### src/rtl/sc_sp_pkg.sv
// Package: shared constants and the feedback-tap table for the select generator.
// Assumes select widths between 2 and 8 bits.
package sc_sp_pkg;
    localparam int unsigned DEF_NPIX  = 16;
    localparam int unsigned DEF_CNT_W = 9;

    // Return the feedback mask of a maximal-length shift register of width w
    function automatic logic [7:0] lfsr_taps(input int unsigned w);
        case (w)
            2:       return 8'b0000_0011;
            3:       return 8'b0000_0110;
            4:       return 8'b0000_1100;
            5:       return 8'b0001_0100;
            6:       return 8'b0011_0000;
            7:       return 8'b0110_0000;
            default: return 8'b1011_1000;
        endcase
    endfunction
endpackage

### src/rtl/sc_sel_lfsr.sv
// Select generator: a shift register extended with the all-zero state, so that
// it walks through all 2**W values once per period. It reloads SEED on restart
// and steps only when advance is high.
module sc_sel_lfsr #(
    parameter int unsigned W    = 4,
    parameter logic [W-1:0] SEED = 1
) (
    input  logic         clk,
    input  logic         rst_n,
    input  logic         restart,
    input  logic         advance,
    output logic [W-1:0] sel
);
    localparam logic [W-1:0] TAPS = W'(sc_sp_pkg::lfsr_taps(W));

    logic fb;

    // Feedback bit, with the zero-state insertion term
    always_comb begin
        fb = (^(sel & TAPS)) ^ (sel[W-2:0] == '0);
    end

    // Select state register
    always_ff @(posedge clk) begin
        if (!rst_n)       sel <= SEED;
        else if (restart) sel <= SEED;
        else if (advance) sel <= {sel[W-2:0], fb};
    end
endmodule

### src/rtl/sc_bit_counter.sv
// Stream-to-binary counter: counts one-bits while enabled. Clear has priority.
// Assumes the run length never exceeds 2**W - 1, so the count does not wrap.
module sc_bit_counter #(
    parameter int unsigned W = 9
) (
    input  logic         clk,
    input  logic         rst_n,
    input  logic         clr,
    input  logic         en,
    input  logic         bit_in,
    output logic [W-1:0] count
);
    // Count register
    always_ff @(posedge clk) begin
        if (!rst_n)            count <= '0;
        else if (clr)          count <= '0;
        else if (en && bit_in) count <= count + W'(1);
    end
endmodule

### src/rtl/sc_stream_mux.sv
// Random-select averaging multiplexer: forwards the stream picked by sel.
// Assumes N equals 2**SW, so every select value addresses a real input.
module sc_stream_mux #(
    parameter int unsigned N  = 16,
    parameter int unsigned SW = 4
) (
    input  logic [N-1:0]  streams,
    input  logic [SW-1:0] sel,
    output logic          bit_out
);
    // Pick one stream
    always_comb begin
        bit_out = streams[sel];
    end
endmodule

### src/rtl/sc_run_ctrl.sv
// Run controller: loads the run length on start, keeps busy high for that
// many cycles and then raises done until the next start. A length of zero
// gives done at once.
module sc_run_ctrl #(
    parameter int unsigned W = 9
) (
    input  logic         clk,
    input  logic         rst_n,
    input  logic         start,
    input  logic [W-1:0] len,
    output logic         busy,
    output logic         done
);
    logic [W-1:0] left;

    // Remaining-cycle counter and status flags
    always_ff @(posedge clk) begin
        if (!rst_n) begin
            left <= '0;
            busy <= 1'b0;
            done <= 1'b0;
        end else if (start) begin
            left <= len;
            busy <= (len != '0);
            done <= (len == '0);
        end else if (busy) begin
            left <= left - W'(1);
            if (left == W'(1)) begin
                busy <= 1'b0;
                done <= 1'b1;
            end
        end
    end
endmodule

### src/rtl/sc_superpixel_bank.sv
// Top: sixteen per-pixel counters plus one super-pixel counter fed through a
// random-select multiplexer. All counters clear together on start and count
// while the run is busy. Assumes NPIX is a power of two.
module sc_superpixel_bank #(
    parameter int unsigned NPIX  = sc_sp_pkg::DEF_NPIX,
    parameter int unsigned CNT_W = sc_sp_pkg::DEF_CNT_W,
    localparam int unsigned SEL_W = $clog2(NPIX)
) (
    input  logic                    clk,
    input  logic                    rst_n,
    input  logic                    start_i,
    input  logic [CNT_W-1:0]        len_i,
    input  logic [NPIX-1:0]         pix_i,
    output logic [NPIX*CNT_W-1:0]   pix_cnt_o,
    output logic [CNT_W-1:0]        sp_cnt_o,
    output logic [SEL_W-1:0]        sel_o,
    output logic                    busy_o,
    output logic                    done_o
);
    logic sp_bit;

    sc_run_ctrl #(.W(CNT_W)) u_ctrl (
        .clk   (clk),
        .rst_n (rst_n),
        .start (start_i),
        .len   (len_i),
        .busy  (busy_o),
        .done  (done_o)
    );

    sc_sel_lfsr #(.W(SEL_W), .SEED(SEL_W'(1))) u_sel (
        .clk     (clk),
        .rst_n   (rst_n),
        .restart (start_i),
        .advance (busy_o),
        .sel     (sel_o)
    );

    sc_stream_mux #(.N(NPIX), .SW(SEL_W)) u_mux (
        .streams (pix_i),
        .sel     (sel_o),
        .bit_out (sp_bit)
    );

    for (genvar gi = 0; gi < NPIX; gi++) begin : g_pix
        sc_bit_counter #(.W(CNT_W)) u_cnt (
            .clk    (clk),
            .rst_n  (rst_n),
            .clr    (start_i),
            .en     (busy_o),
            .bit_in (pix_i[gi]),
            .count  (pix_cnt_o[gi*CNT_W +: CNT_W])
        );
    end

    sc_bit_counter #(.W(CNT_W)) u_sp_cnt (
        .clk    (clk),
        .rst_n  (rst_n),
        .clr    (start_i),
        .en     (busy_o),
        .bit_in (sp_bit),
        .count  (sp_cnt_o)
    );
endmodule

### config.mk
export PLATFORM = sky130hd
export DESIGN_NAME = sc_superpixel_bank
export DESIGN_NICKNAME = d
export VERILOG_FILES = /design/src/rtl/sc_sp_pkg.sv /design/src/rtl/sc_sel_lfsr.sv /design/src/rtl/sc_bit_counter.sv /design/src/rtl/sc_stream_mux.sv /design/src/rtl/sc_run_ctrl.sv /design/src/rtl/sc_superpixel_bank.sv
export SDC_FILE = /design/constraint.sdc
export NUM_CORES = 1
export LEC_CHECK = 0
export BUFFER_PORTS_ARGS = -buffer_cell sky130_fd_sc_hd__buf_2
export CAP_MARGIN = 20
export CORE_ASPECT_RATIO = 1.25
export CORE_MARGIN = 4
export CORE_UTILIZATION = 43
export DETAILED_ROUTE_END_ITERATION = 8
export HOLD_SLACK_MARGIN = 0.15
export PLACE_DENSITY = 0.67
export SLEW_MARGIN = 20
export SYNTH_ARGS = -nofsm -noshare
export SYNTH_HDL_FRONTEND = slang
export SYNTH_SLANG_ARGS = --single-unit
### constraint.sdc
create_clock -name clk -period 2.1 [get_ports clk]
set_input_delay 0.315 -clock clk [delete_from_list [all_inputs] [get_ports clk]]
set_output_delay 0.315 -clock clk [all_outputs]
set_load 0.02 [all_outputs]
# ---- After elaboration in Yosys (flattened, before gate mapping)
# Index checks and enable logic that the tools add are counted.
dict set report totals {
  output_inout_bits 159
  latchBits 0
  input_bits 28
  romBits 0
  n_memories 0
  elab_cells 78
  ff_bits 168
  mem_bits_rw 0
}
dict set report classes {
  n_eq_ne 1
  n_reduce_logical 25
  div 0
  multipliers 0
  muxes 10
  add_sub_neg 18
  order_cmp 1
  shifts 0
  bitwise_logic 2
}
# op n
set ops {}
lappend ops {{adder 9 x 1 -> 9 bit (second input constant)} 17}
lappend ops {{two-way mux 9 bit} 2}
lappend ops {{logical AND 1 bit} 17}
lappend ops {{== test 9 x 1 -> 1 bit (second input constant)} 1}
lappend ops {{logical NOT 9 bit} 1}
lappend ops {{nonzero test 9 bit} 1}
lappend ops {{subtractor 9 x 1 -> 9 bit (second input constant)} 1}
lappend ops {{two-way mux 1 bit} 7}
lappend ops {{< comparator 4 x 5 -> 1 bit (second input constant)} 1}
lappend ops {{binary-select mux 1 bit (select 4 bit)} 1}
lappend ops {{nonzero test 2 bit} 2}
lappend ops {{XOR reduction 4 bit} 1}
lappend ops {{logical NOT 3 bit} 1}
lappend ops {{AND reduction 2 bit} 1}
lappend ops {{OR reduction 2 bit} 1}
lappend ops {{inverter 1 bit} 1}
lappend ops {{bitwise XOR 1 bit} 1}

# ---- Depth between registers and ports, before layout
# Gate-level depths: netlist of the first run.
dict set report depth {
  word_depth 4
  mapped_depth 7
}

# ---- Cells and area by module
# Synthesis of the first run repeated with hierarchy kept, for this count alone.
dict set report unflattened {
  cells_unflattened 894
  area_unflattened_um2 7958.9
}
# module cells_per_inst n_inst area_per_inst_um2
set modules_own_cells {}
lappend modules_own_cells {sc_bit_counter 47 17 414.1}
lappend modules_own_cells {sc_run_ctrl 69 1 603.1}
lappend modules_own_cells {sc_sel_lfsr 19 1 180.2}
lappend modules_own_cells {sc_stream_mux 7 1 135.1}

# ---- Least setup slack after synthesis of the first run
# OpenSTA, ideal clock, no wires.
dict set report synth_timing {
  kind {register -> register}
  start {reg u_sel.sel[1]}
  end {reg u_sp_cnt.count[0]}
  stages_incl_launch_ff 7
  synth_period_minus_slack_ps 1954
  path_slack_ps 146
  required_time_ps 1972
  t_arrival_ps 1827
  path_cell_list {dfxtp_1 > mux4_1 > nand2b_1 > a32oi_2 > buf_4 > xor2_1 > nor2_1}
}
dict set report synth_via {
  elab_chain_cells 3
}
# element line_no
set synth_lines {}
lappend synth_lines {{start, declared} sc_sel_lfsr.sv:12} ;# output logic [W-1:0] sel
lappend synth_lines {{start signal, assigned} sc_sel_lfsr.sv:27} ;# else if (advance) sel <= {sel[W-2:0], fb};
lappend synth_lines {{binary-select mux 1 bit (select 4 bit)} sc_stream_mux.sv:13} ;# bit_out = streams[sel];
lappend synth_lines {{two-way mux 1 bit (not written as such)} sc_stream_mux.sv:13}
lappend synth_lines {{logical AND 1 bit} sc_bit_counter.sv:17} ;# else if (en && bit_in) count <= count + W'(1);
lappend synth_lines {{end signal, assigned} sc_bit_counter.sv:17}
lappend synth_lines {{end, declared} sc_bit_counter.sv:11} ;# output logic [W-1:0] count
# No other way between the ends. The select of a mux whose other input is x is not followed.
# A chain may end at the register's enable or synchronous reset.

# ---- Final worst setup path of the first run
# Ends and elaborated chain as after synthesis.

==> results of run 1 <==
-- flip-flops by register name (all words and copies together), names as in the netlist --
name,count
u_sel.sel,4
u_ctrl.done,1
u_sp_cnt.count,9
u_ctrl.busy,1
g_pix.u_cnt.count,144
u_ctrl.left,9
-- where the power goes --
group          switching, uW  total (uW)  internal (uW)  leakage, uW
Sequential              33.1        3250           3210      0.00136
Clock                   1310        3380           2070     0.000311
Combinational            211         333            123      0.00225
Total                   1560        6960           5410      0.00392
-- final timing paths --
path	from	endpoint	slack, ps	cells after the start
worst max register to register	u_sel.sel[1]	u_sp_cnt.count[0]	120	6
worst min register to register	g_pix[1].u_cnt.count[8]	g_pix[1].u_cnt.count[8]	490	2
worst max-delay path	u_sel.sel[1]	u_sp_cnt.count[0]	120	6
worst min-delay path	len_i[1]	u_ctrl.left[1]	190	3
-- routing by layer --
layer  share of wire  track usage
met1            0.43        0.216
met2            0.49        0.312
met3           0.056       0.0506
met4           0.024       0.0700
met5               0            0
-- cells in the mapped netlist (all sizes together) (6+ instances only) --
master  number  share of area
nand3       78          0.054
o21ai       17          0.012
clkbuf      17         0.0088
xnor2       18          0.022
o211a        6         0.0083
nand4       18          0.015
mux2i        7         0.0096
nand2      101          0.052
nor2       155          0.080
or3         12          0.010
dfxtp      168           0.46
inv         18         0.0093
xor2       111           0.13
and3        17          0.015
ha          19          0.033
a21oi       35          0.024
buf         12         0.0079
-- cell type report --
type	instances	area [sq um]
Sequential cell	168	3360
Clock inverter	13	189
Fill cell	1574	7250
Clock buffer	19	453
Inverter	18	67.6
Multi-Input combinational cell	635	3730
Tap cell	216	270
Timing Repair Buffer	198	1070
-- per-stage QoR --
stage	utilization	instance area, sq um
after floorplan	-	7280
after global placement	0.517	8470
after detailed placement	0.517	8470
after CTS	0.558	9140
after global routing	0.558	9140
final	0.558	9140
-- critical path, stage by stage, from the launching register on --
cell and delay [ps]:
dfxtp_1 530, mux4_1 580, nand2b_1 160, a32oi_2 230, buf_12 170, xor2_1 140, nor2_1 50
-- kinds of logic after synthesis --
family | share of synthesized area
AND/OR/NAND/NOR | 0.251
AO/OA/AOI/OAI | 0.0579
multiplexers | 0.0148
XOR/XNOR | 0.155
buffers and inverters | 0.0260
flip-flops | 0.462
adder cells (fa/ha/maj) | 0.0327
==> impl_metrics.env, run 1 <==
export IMPL_outcome="finished, final reports clean"
export IMPL_ctsHoldBuffers=3
export IMPL_core_sq_mm=0.0164
export IMPL_nNetsFinal=1085
export IMPL_via_count=6289
export IMPL_arrival_ps=2290
export IMPL_grt_start_max_net_pins=69
export IMPL_worstSetupEndpointType="flip-flop"
export IMPL_final_cell_mix="buf_2 (186), dfxtp_1 (167), nor2_1 (155), xor2_1 (111), nand2_1 (100)"
export IMPL_fp_row_count=52
export IMPL_layout_drive_gt1_share=0.221
export IMPL_hold_violations=0
export IMPL_synthToLayoutAreaGrowth_pct=25.6
export IMPL_boundaryPins=187
export IMPL_hold_path_class="in2reg"
export IMPL_drt_iter0_markers=327
export IMPL_cts_root_buf="clkbuf_16"
export IMPL_ir_drop_mv=0.448
export IMPL_clk_latency_ps=420
export IMPL_tightest_slew_ps=482
export IMPL_period_share=0.944
export IMPL_place_gp_congestion=0.770
export IMPL_drt_total_wl_mm=17.2
export IMPL_synth_edf_count=0
export IMPL_maxSlewViolCount=0
export IMPL_num_antenna_cells=0
export IMPL_timing_slew_headroom=0.676
export IMPL_ys_seq_elements=168
export IMPL_die_area_sq_mm=0.0191
export IMPL_place_ws_ps=120
export IMPL_drv_cap=0
export IMPL_critPathLaunchType="flip-flop"
export IMPL_finalSetupViolations=0
export IMPL_place_inst=1232
export IMPL_grt_usage=0.182
export IMPL_instances_no_fill=1267
export IMPL_hpwlAfterDp_mm=12.5
export IMPL_cts_clk_slew_worst_paths_ps=60
export IMPL_leakage_uw=0.00392
export IMPL_vias_per_cell=4.96
export IMPL_ant_nets=0
export IMPL_die_h_microns=153
export IMPL_drc_errors=0
export IMPL_fin_skew_ps=7.38
export IMPL_cp_required_ps=2400
export IMPL_start_util=0.444
export IMPL_grt_pass1_vias=6076
export IMPL_numClockSinks=168
export IMPL_portBuffers=186
export IMPL_die_width_microns=124
export IMPL_avgSynthCellArea_sq_um=8.56
export IMPL_cts_path_max_buffers=2
export IMPL_fmax_mhz=504
export IMPL_synth_area_sq_mm=0.00728
export IMPL_syn_num_nets=897
export IMPL_fin_crit_ps=1980
export IMPL_critical_path_class="reg2reg"
export IMPL_post_cts_buffers=0
export IMPL_grt_pass1_wl_mm=29.4
export IMPL_grt_overflow=0
export IMPL_synth_flop_cell="dfxtp_1"
export IMPL_cp_max_fo=17
export IMPL_cts_resized=0
export IMPL_h_tree_depth=4
export IMPL_layout_setup_ws_ps=117
export IMPL_numCtsBuffers=17
export IMPL_ys_seq_area_frac=0.462
export IMPL_postSynthCellCount=850
export IMPL_fin_total_pwr_uw=6960
export IMPL_cts_tree="yes"
export IMPL_grt_antenna_before_repair=0
export IMPL_synth_cell_type_count=41
export IMPL_hold_slack_ps=188
export IMPL_final_common_cell="buf_2"
export IMPL_yosysWarnings=0
export IMPL_drt_pass1_iterations=4
export IMPL_fin_setup_tns_ps=0
export IMPL_power_density_mw_per_mm2=762
export IMPL_wl_per_cell_microns=13.6
export IMPL_async_flop_share=0
export IMPL_rsz0062_at_grt="no"
Power figures use the tool's default switching activity.
==> run 2, diff against run 1 <==
Settings changed: ABC_AREA set to 1, CAP_MARGIN 20 to unset, PLACE_DENSITY 0.67 to 0.66.
==> impl_metrics.env, run 2 <==
export IMPL_outcome="finished, final reports clean"
export IMPL_synth_flop_cell="dfxtp_1"
export IMPL_seq_power_share=0.462
export IMPL_leakage_uw=0.00411
export IMPL_via_count=7307
export IMPL_timing_slew_headroom=0.652
export IMPL_fmax_mhz=603
export IMPL_wl_per_cell_microns=12.1
export IMPL_drt_iter0_markers=325
export IMPL_fp_row_count=54
export IMPL_switchingPower_uw=1620
export IMPL_start_util=0.440
export IMPL_cts_tree="yes"
export IMPL_place_gp_congestion=0.828
export IMPL_numClockSinks=168
export IMPL_drv_cap=0
export IMPL_final_cell_mix="nand2_1 (218), buf_2 (186), nor2_1 (167), dfxtp_1 (167), inv_1 (154)"
export IMPL_largest_register_ffs=144
export IMPL_synth_top_area_cell="dfxtp_1"
export IMPL_async_flop_share=0
export IMPL_die_area_sq_mm=0.0203
export IMPL_synth_top_area_share=0.433
export IMPL_synthToLayoutAreaGrowth_pct=23.0
export IMPL_grt_start_max_net_pins=71
export IMPL_fin_skew_ps=9.67
export IMPL_fin_setup_tns_ps=0
export IMPL_grt_usage=0.183
export IMPL_worstSetupEndpointType="flip-flop"
export IMPL_ant_nets=0
export IMPL_clk_latency_ps=420
export IMPL_yosysWarnings=0
export IMPL_synth_common_cells="nand2_1 (218), dfxtp_1 (168), nor2_1 (167), inv_1 (154), a21oi_1 (96)"
export IMPL_synth_area_sq_mm=0.00777
export IMPL_syn_num_nets=1158
export IMPL_maxSlewViolCount=0
export IMPL_ys_seq_elements=168
export IMPL_synth_cell_type_count=36
export IMPL_finalSetupViolations=0
export IMPL_nNetsFinal=1345
export IMPL_drc_errors=0
export IMPL_hold_path_class="in2reg"
export IMPL_hold_violations=0
export IMPL_top_register="g_pix.u_cnt.count"
export IMPL_core_sq_mm=0.0176
export IMPL_largestRegisters="g_pix.u_cnt.count (144), u_ctrl.left (9), u_sp_cnt.count (9)"
export IMPL_cp_max_fo=18
export IMPL_critical_path_class="reg2reg"
export IMPL_drt_pass1_iterations=6
export IMPL_placed_area_sq_mm=0.00891
export IMPL_avgSynthCellArea_sq_um=6.99
export IMPL_final_common_cell="nand2_1"
export IMPL_die_width_microns=128
export IMPL_grt_pass1_vias=6658
export IMPL_grt_overflow=0
export IMPL_fin_crit_ps=1660
export IMPL_comb_power_share=0.063
export IMPL_cts_resized=0
export IMPL_h_tree_depth=4
export IMPL_period_share=0.790
export IMPL_post_cts_buffers=0
export IMPL_ir_drop_mv=0.462
export IMPL_internal_power_uw=5440
export IMPL_critPathLaunchType="flip-flop"
export IMPL_grt_antenna_before_repair=1
export IMPL_power_frac_clock=0.475
export IMPL_postSynthCellCount=1111
export IMPL_die_h_microns=158
export IMPL_portBuffers=186
export IMPL_num_antenna_cells=0
export IMPL_ctsHoldBuffers=1
export IMPL_ys_seq_area_frac=0.433
export IMPL_hpwlAfterDp_mm=13.9
export IMPL_grt_pass1_wl_mm=30.7
export IMPL_cts_clk_slew_worst_paths_ps=60
export IMPL_vias_per_cell=4.76
export IMPL_cts_root_buf="clkbuf_16"
export IMPL_numCtsBuffers=17
export IMPL_tightest_slew_ps=521
export IMPL_rsz0062_at_grt="no"
export IMPL_drt_total_wl_mm=18.5
export IMPL_cp_required_ps=2410
export IMPL_cts_path_max_buffers=2
export IMPL_layout_drive_gt1_share=0.220
export IMPL_boundaryPins=187
export IMPL_p_sw_frac=0.230
export IMPL_arrival_ps=1970
export IMPL_synth_area_leaders="dfxtp_1 (43%), nand2_1 (11%), nor2_1 (8.1%), inv_1 (7.4%), a21oi_1 (6.2%)"
export IMPL_postLayoutCellArea_sq_mm=0.00955
export IMPL_synth_most_common_cell="nand2_1"
export IMPL_power_density_mw_per_mm2=740
export IMPL_synth_edf_count=0
export IMPL_nFillCells=1753
[run 2: changes by cell type in the layout (fill, tap and decap cells not counted), moves of 13 or more]
cell	before	now
inv_2	0	13
and3_1	17	1
xnor2_1	18	4
nor2_2	0	29
nand3_1	78	52
a21oi_1	35	96
o21ai_0	17	89
inv_1	18	154
xor2_1	111	3
nand2_1	100	218
[run 2: metal layers]
metal | track usage | vias up | share of wire
li1 | - | 3902 | -
met1 | 0.222 | 3245 | 0.44
met2 | 0.324 | 143 | 0.50
met3 | 0.0456 | 15 | 0.050
met4 | 0.0455 | 2 | 0.0072
met5 | 0 | - | 0.00038
[run 2: per-stage QoR]
stage                     utilization  power [uW]  std cells  hold slack, ps  worst slack, ps
after floorplan                     -        3650       1111             436              541
after global placement          0.505        3770       1502             444              517
after detailed placement        0.505        3780       1502             448              451
after CTS                       0.542        7140       1535             156              443
after global routing            0.542        7350       1535             168              212
final                           0.542        7060       1535             173              442
[run 2: final cells by class]
class,count,area [sq um],area share
clock inverters,10,168,0.0176
clock buffers,22,464,0.0486
flip-flops and latches,168,3360,0.352
well taps,224,280,0.0293
repair buffers,191,1010,0.106
inverters,167,627,0.0656
multi-input cells,753,3640,0.381
[run 2: worst paths after layout]
kind	startpoint	endpoint	slack (ps)	cells past startpoint
setup / recovery	u_sel.sel[0]	u_sp_cnt.count[2]	440	9
hold reg to reg	g_pix[6].u_cnt.count[8]	g_pix[6].u_cnt.count[8]	460	2
setup reg to reg	u_sel.sel[0]	u_sp_cnt.count[2]	440	9
hold / removal	rst_n	u_ctrl.done	170	3
[run 2: logic make-up (layout without fill, tap and decap cells)]
family          after synthesis  in the layout  synth area share
compound gates              204            204             0.134
buf+inv                     190            390            0.0984
simple gates                523            523             0.296
fa+ha+maj                    19             19            0.0306
xor+xnor                      7              7           0.00789
flops                       168            168             0.433
[run 2: worst max-delay path, cell delays in order, from the launching register on]
cell and delay [ps]:
dfxtp_1 550, inv_1 220, nand2_1 110, nand3_1 60
nand3_1 90, nand3_1 120, nand2_4 190, nand3_1 100
nand2_1 70, nor2_1 40
[run 2: power groups by stage]
stage	Sequential, uW	Combinational, uW	Clock [uW]
floorplan	3350	299	0
global placement	3330	443	0
detailed placement	3330	448	0
CTS	3260	450	3430
global route	3270	512	3570
finish	3260	444	3360
==> run 3, diff against run 2 <==
Settings changed: PLACE_DENSITY 0.66 to 0.69.
Clock period 2.1 ns to 1.5 ns, I/O delays scaled along.
==> impl_metrics.env, run 3 (same netlist as run 2, synthesis figures left out) <==
export IMPL_fmax_mhz=645
export IMPL_timing_slew_headroom=0.657
export IMPL_die_width_microns=128
export IMPL_whs_path_depth=4
export IMPL_ant_nets=0
export IMPL_nNetsFinal=1405
export IMPL_power_density_mw_per_mm2=953
export IMPL_grt_usage=0.189
export IMPL_drt_iter0_markers=431
export IMPL_cts_path_max_buffers=2
export IMPL_crit_family="simple AND/OR/NAND/NOR gates"
export IMPL_h_tree_depth=4
export IMPL_cp_max_fo=7
export IMPL_cp_depth=11
export IMPL_numClockSinks=168
export IMPL_cts_clk_slew_worst_paths_ps=60
export IMPL_ir_drop_mv=0.649
export IMPL_die_h_microns=158
export IMPL_grt_start_max_net_pins=70
export IMPL_fin_skew_ps=8.03
export IMPL_maxSlewViolCount=0
export IMPL_final_common_cell="nand2_1"
export IMPL_place_gp_congestion=0.807
export IMPL_boundaryPins=187
export IMPL_start_util=0.440
export IMPL_grt_pass1_wl_mm=31.5
export IMPL_cp_cell_sequence="buf_12 -> buf_12 -> nand2_8 -> inv_6 -> nand2_4 -> nor2_4 -> nand2_2 -> nor2_4 -> nand3_2 -> o21ai_2 -> a21oi_2"
export IMPL_reg2regPathDepth=11
export IMPL_tightest_slew_ps=514
export IMPL_hold_path_class="in2reg"
export IMPL_violations="negative setup slack"
export IMPL_via_count=7696
export IMPL_multi_input_area_sq_mm=0.00411
export IMPL_clk_latency_ps=430
export IMPL_drt_total_wl_mm=19.8
export IMPL_slowest_delay_ps=410
export IMPL_grt_pass1_vias=7027
export IMPL_cp_required_ps=1820
export IMPL_layout_setup_ws_ps=-49.7
export IMPL_fin_crit_ps=1550
export IMPL_path_buf_inv=3
export IMPL_drv_cap=0
export IMPL_nFillCells=1653
export IMPL_leakage_uw=0.00453
export IMPL_final_cell_mix="nand2_1 (201), buf_2 (185), dfxtp_1 (159), nor2_1 (152), inv_1 (149)"
export IMPL_largest_register_ffs=144
export IMPL_hold_violations=0
export IMPL_cts_tree="yes"
export IMPL_wl_per_cell_microns=12.4
export IMPL_core_sq_mm=0.0176
export IMPL_die_area_sq_mm=0.0203
export IMPL_critPathLaunchType="flip-flop"
export IMPL_critPathSlowestCell="dfxtp_4"
export IMPL_instances_no_fill=1600
export IMPL_layout_drive_gt1_share=0.306
export IMPL_vias_per_cell=4.81
export IMPL_outcome="complete, but fails checks"
export IMPL_worstSetupEndpointType="flip-flop"
export IMPL_grt_antenna_before_repair=5
export IMPL_fin_util=0.601
export IMPL_numCtsBuffers=17
export IMPL_rsz0062_at_grt="yes"
export IMPL_cts_root_buf="clkbuf_16"
export IMPL_period_share=1.03
export IMPL_critical_path_class="reg2reg"
export IMPL_seqCellArea_sq_mm=0.00338
export IMPL_largestRegisters="g_pix.u_cnt.count (144), u_ctrl.left (9), u_sp_cnt.count (9)"
export IMPL_fp_row_count=54
export IMPL_drc_errors=0
export IMPL_arrival_ps=1870
export IMPL_synthToLayoutAreaGrowth_pct=36.4
export IMPL_top_register="g_pix.u_cnt.count"
export IMPL_drt_pass1_iterations=4
export IMPL_finalSetupViolations=1
export IMPL_place_inst=1531
export IMPL_grt_overflow=0
export IMPL_hpwlAfterDp_mm=14.2
export IMPL_portBuffers=186
run 3: tightest hold or removal path, delay by kind of cell:
kind / cells / cell delay, ps
AO/OA/AOI/OAI: 1 / 70
AND/OR/NAND/NOR: 2 / 160
buffers and inverters: 1 / 100
run 3: repair_timing:
action / CTS / global route
hold endpoints to repair: 13 / 0
resized for setup: 8 / 143
cloned: 0 / 3
hold buffers: 14 / 0
pin swaps: 0 / 40
buffers inserted: 0 / 15
endpoints found under the setup margin: 16 / 57
run 3: layer usage:
metal	wire, microns	vias to the layer above	track usage
li1	-	4045	-
met1	8250	3453	0.218
met2	10000	166	0.328
met3	1150	30	0.0530
met4	418	2	0.0799
met5	12	-	0
run 3: stage by stage:
stage | power [uW] | area [sq um] | setup WS, ps | hold slack [ps] | setup TNS (ps)
CTS | 10100 | 9940 | 5.01 | 150 | 0
global route | 10500 | 10600 | -149 | 186 | -1440
global placement | 5310 | 9140 | -8.07 | 444 | -8.07
floorplan | 5110 | 7770 | 2.74 | 346 | 0
finish | 10100 | 10600 | -49.7 | 176 | -49.7
detailed placement | 5320 | 9140 | -46.1 | 448 | -198
run 3: final timing paths:
check / from / endpoint / slack [ps]
worst max-delay path: u_ctrl.busy / g_pix[4].u_cnt.count[7] / -50
worst min-delay path: pix_i[0] / g_pix[0].u_cnt.count[1] / 180
worst max register to register: u_ctrl.busy / g_pix[4].u_cnt.count[7] / -50
worst min register to register: g_pix[0].u_cnt.count[8] / g_pix[0].u_cnt.count[8] / 460
run 3: power breakdown:
group,switching (uW),internal [uW],total (uW),leakage (uW)
combinational,486,322,808,0.00287
clock,1870,2860,4730,0.000299
sequential,56.1,4510,4560,0.00136
total,2410,7690,10100,0.00453
run 3: area by class of cell:
cell class | instances | share of cell area
clock buffer | 19 | 0.0418
timing repair buffer | 248 | 0.144
multi-input combinational | 756 | 0.388
inverter | 167 | 0.0608
antenna | 5 | 0.00118
clock inverter | 13 | 0.0182
sequential | 168 | 0.319
tap | 224 | 0.0264
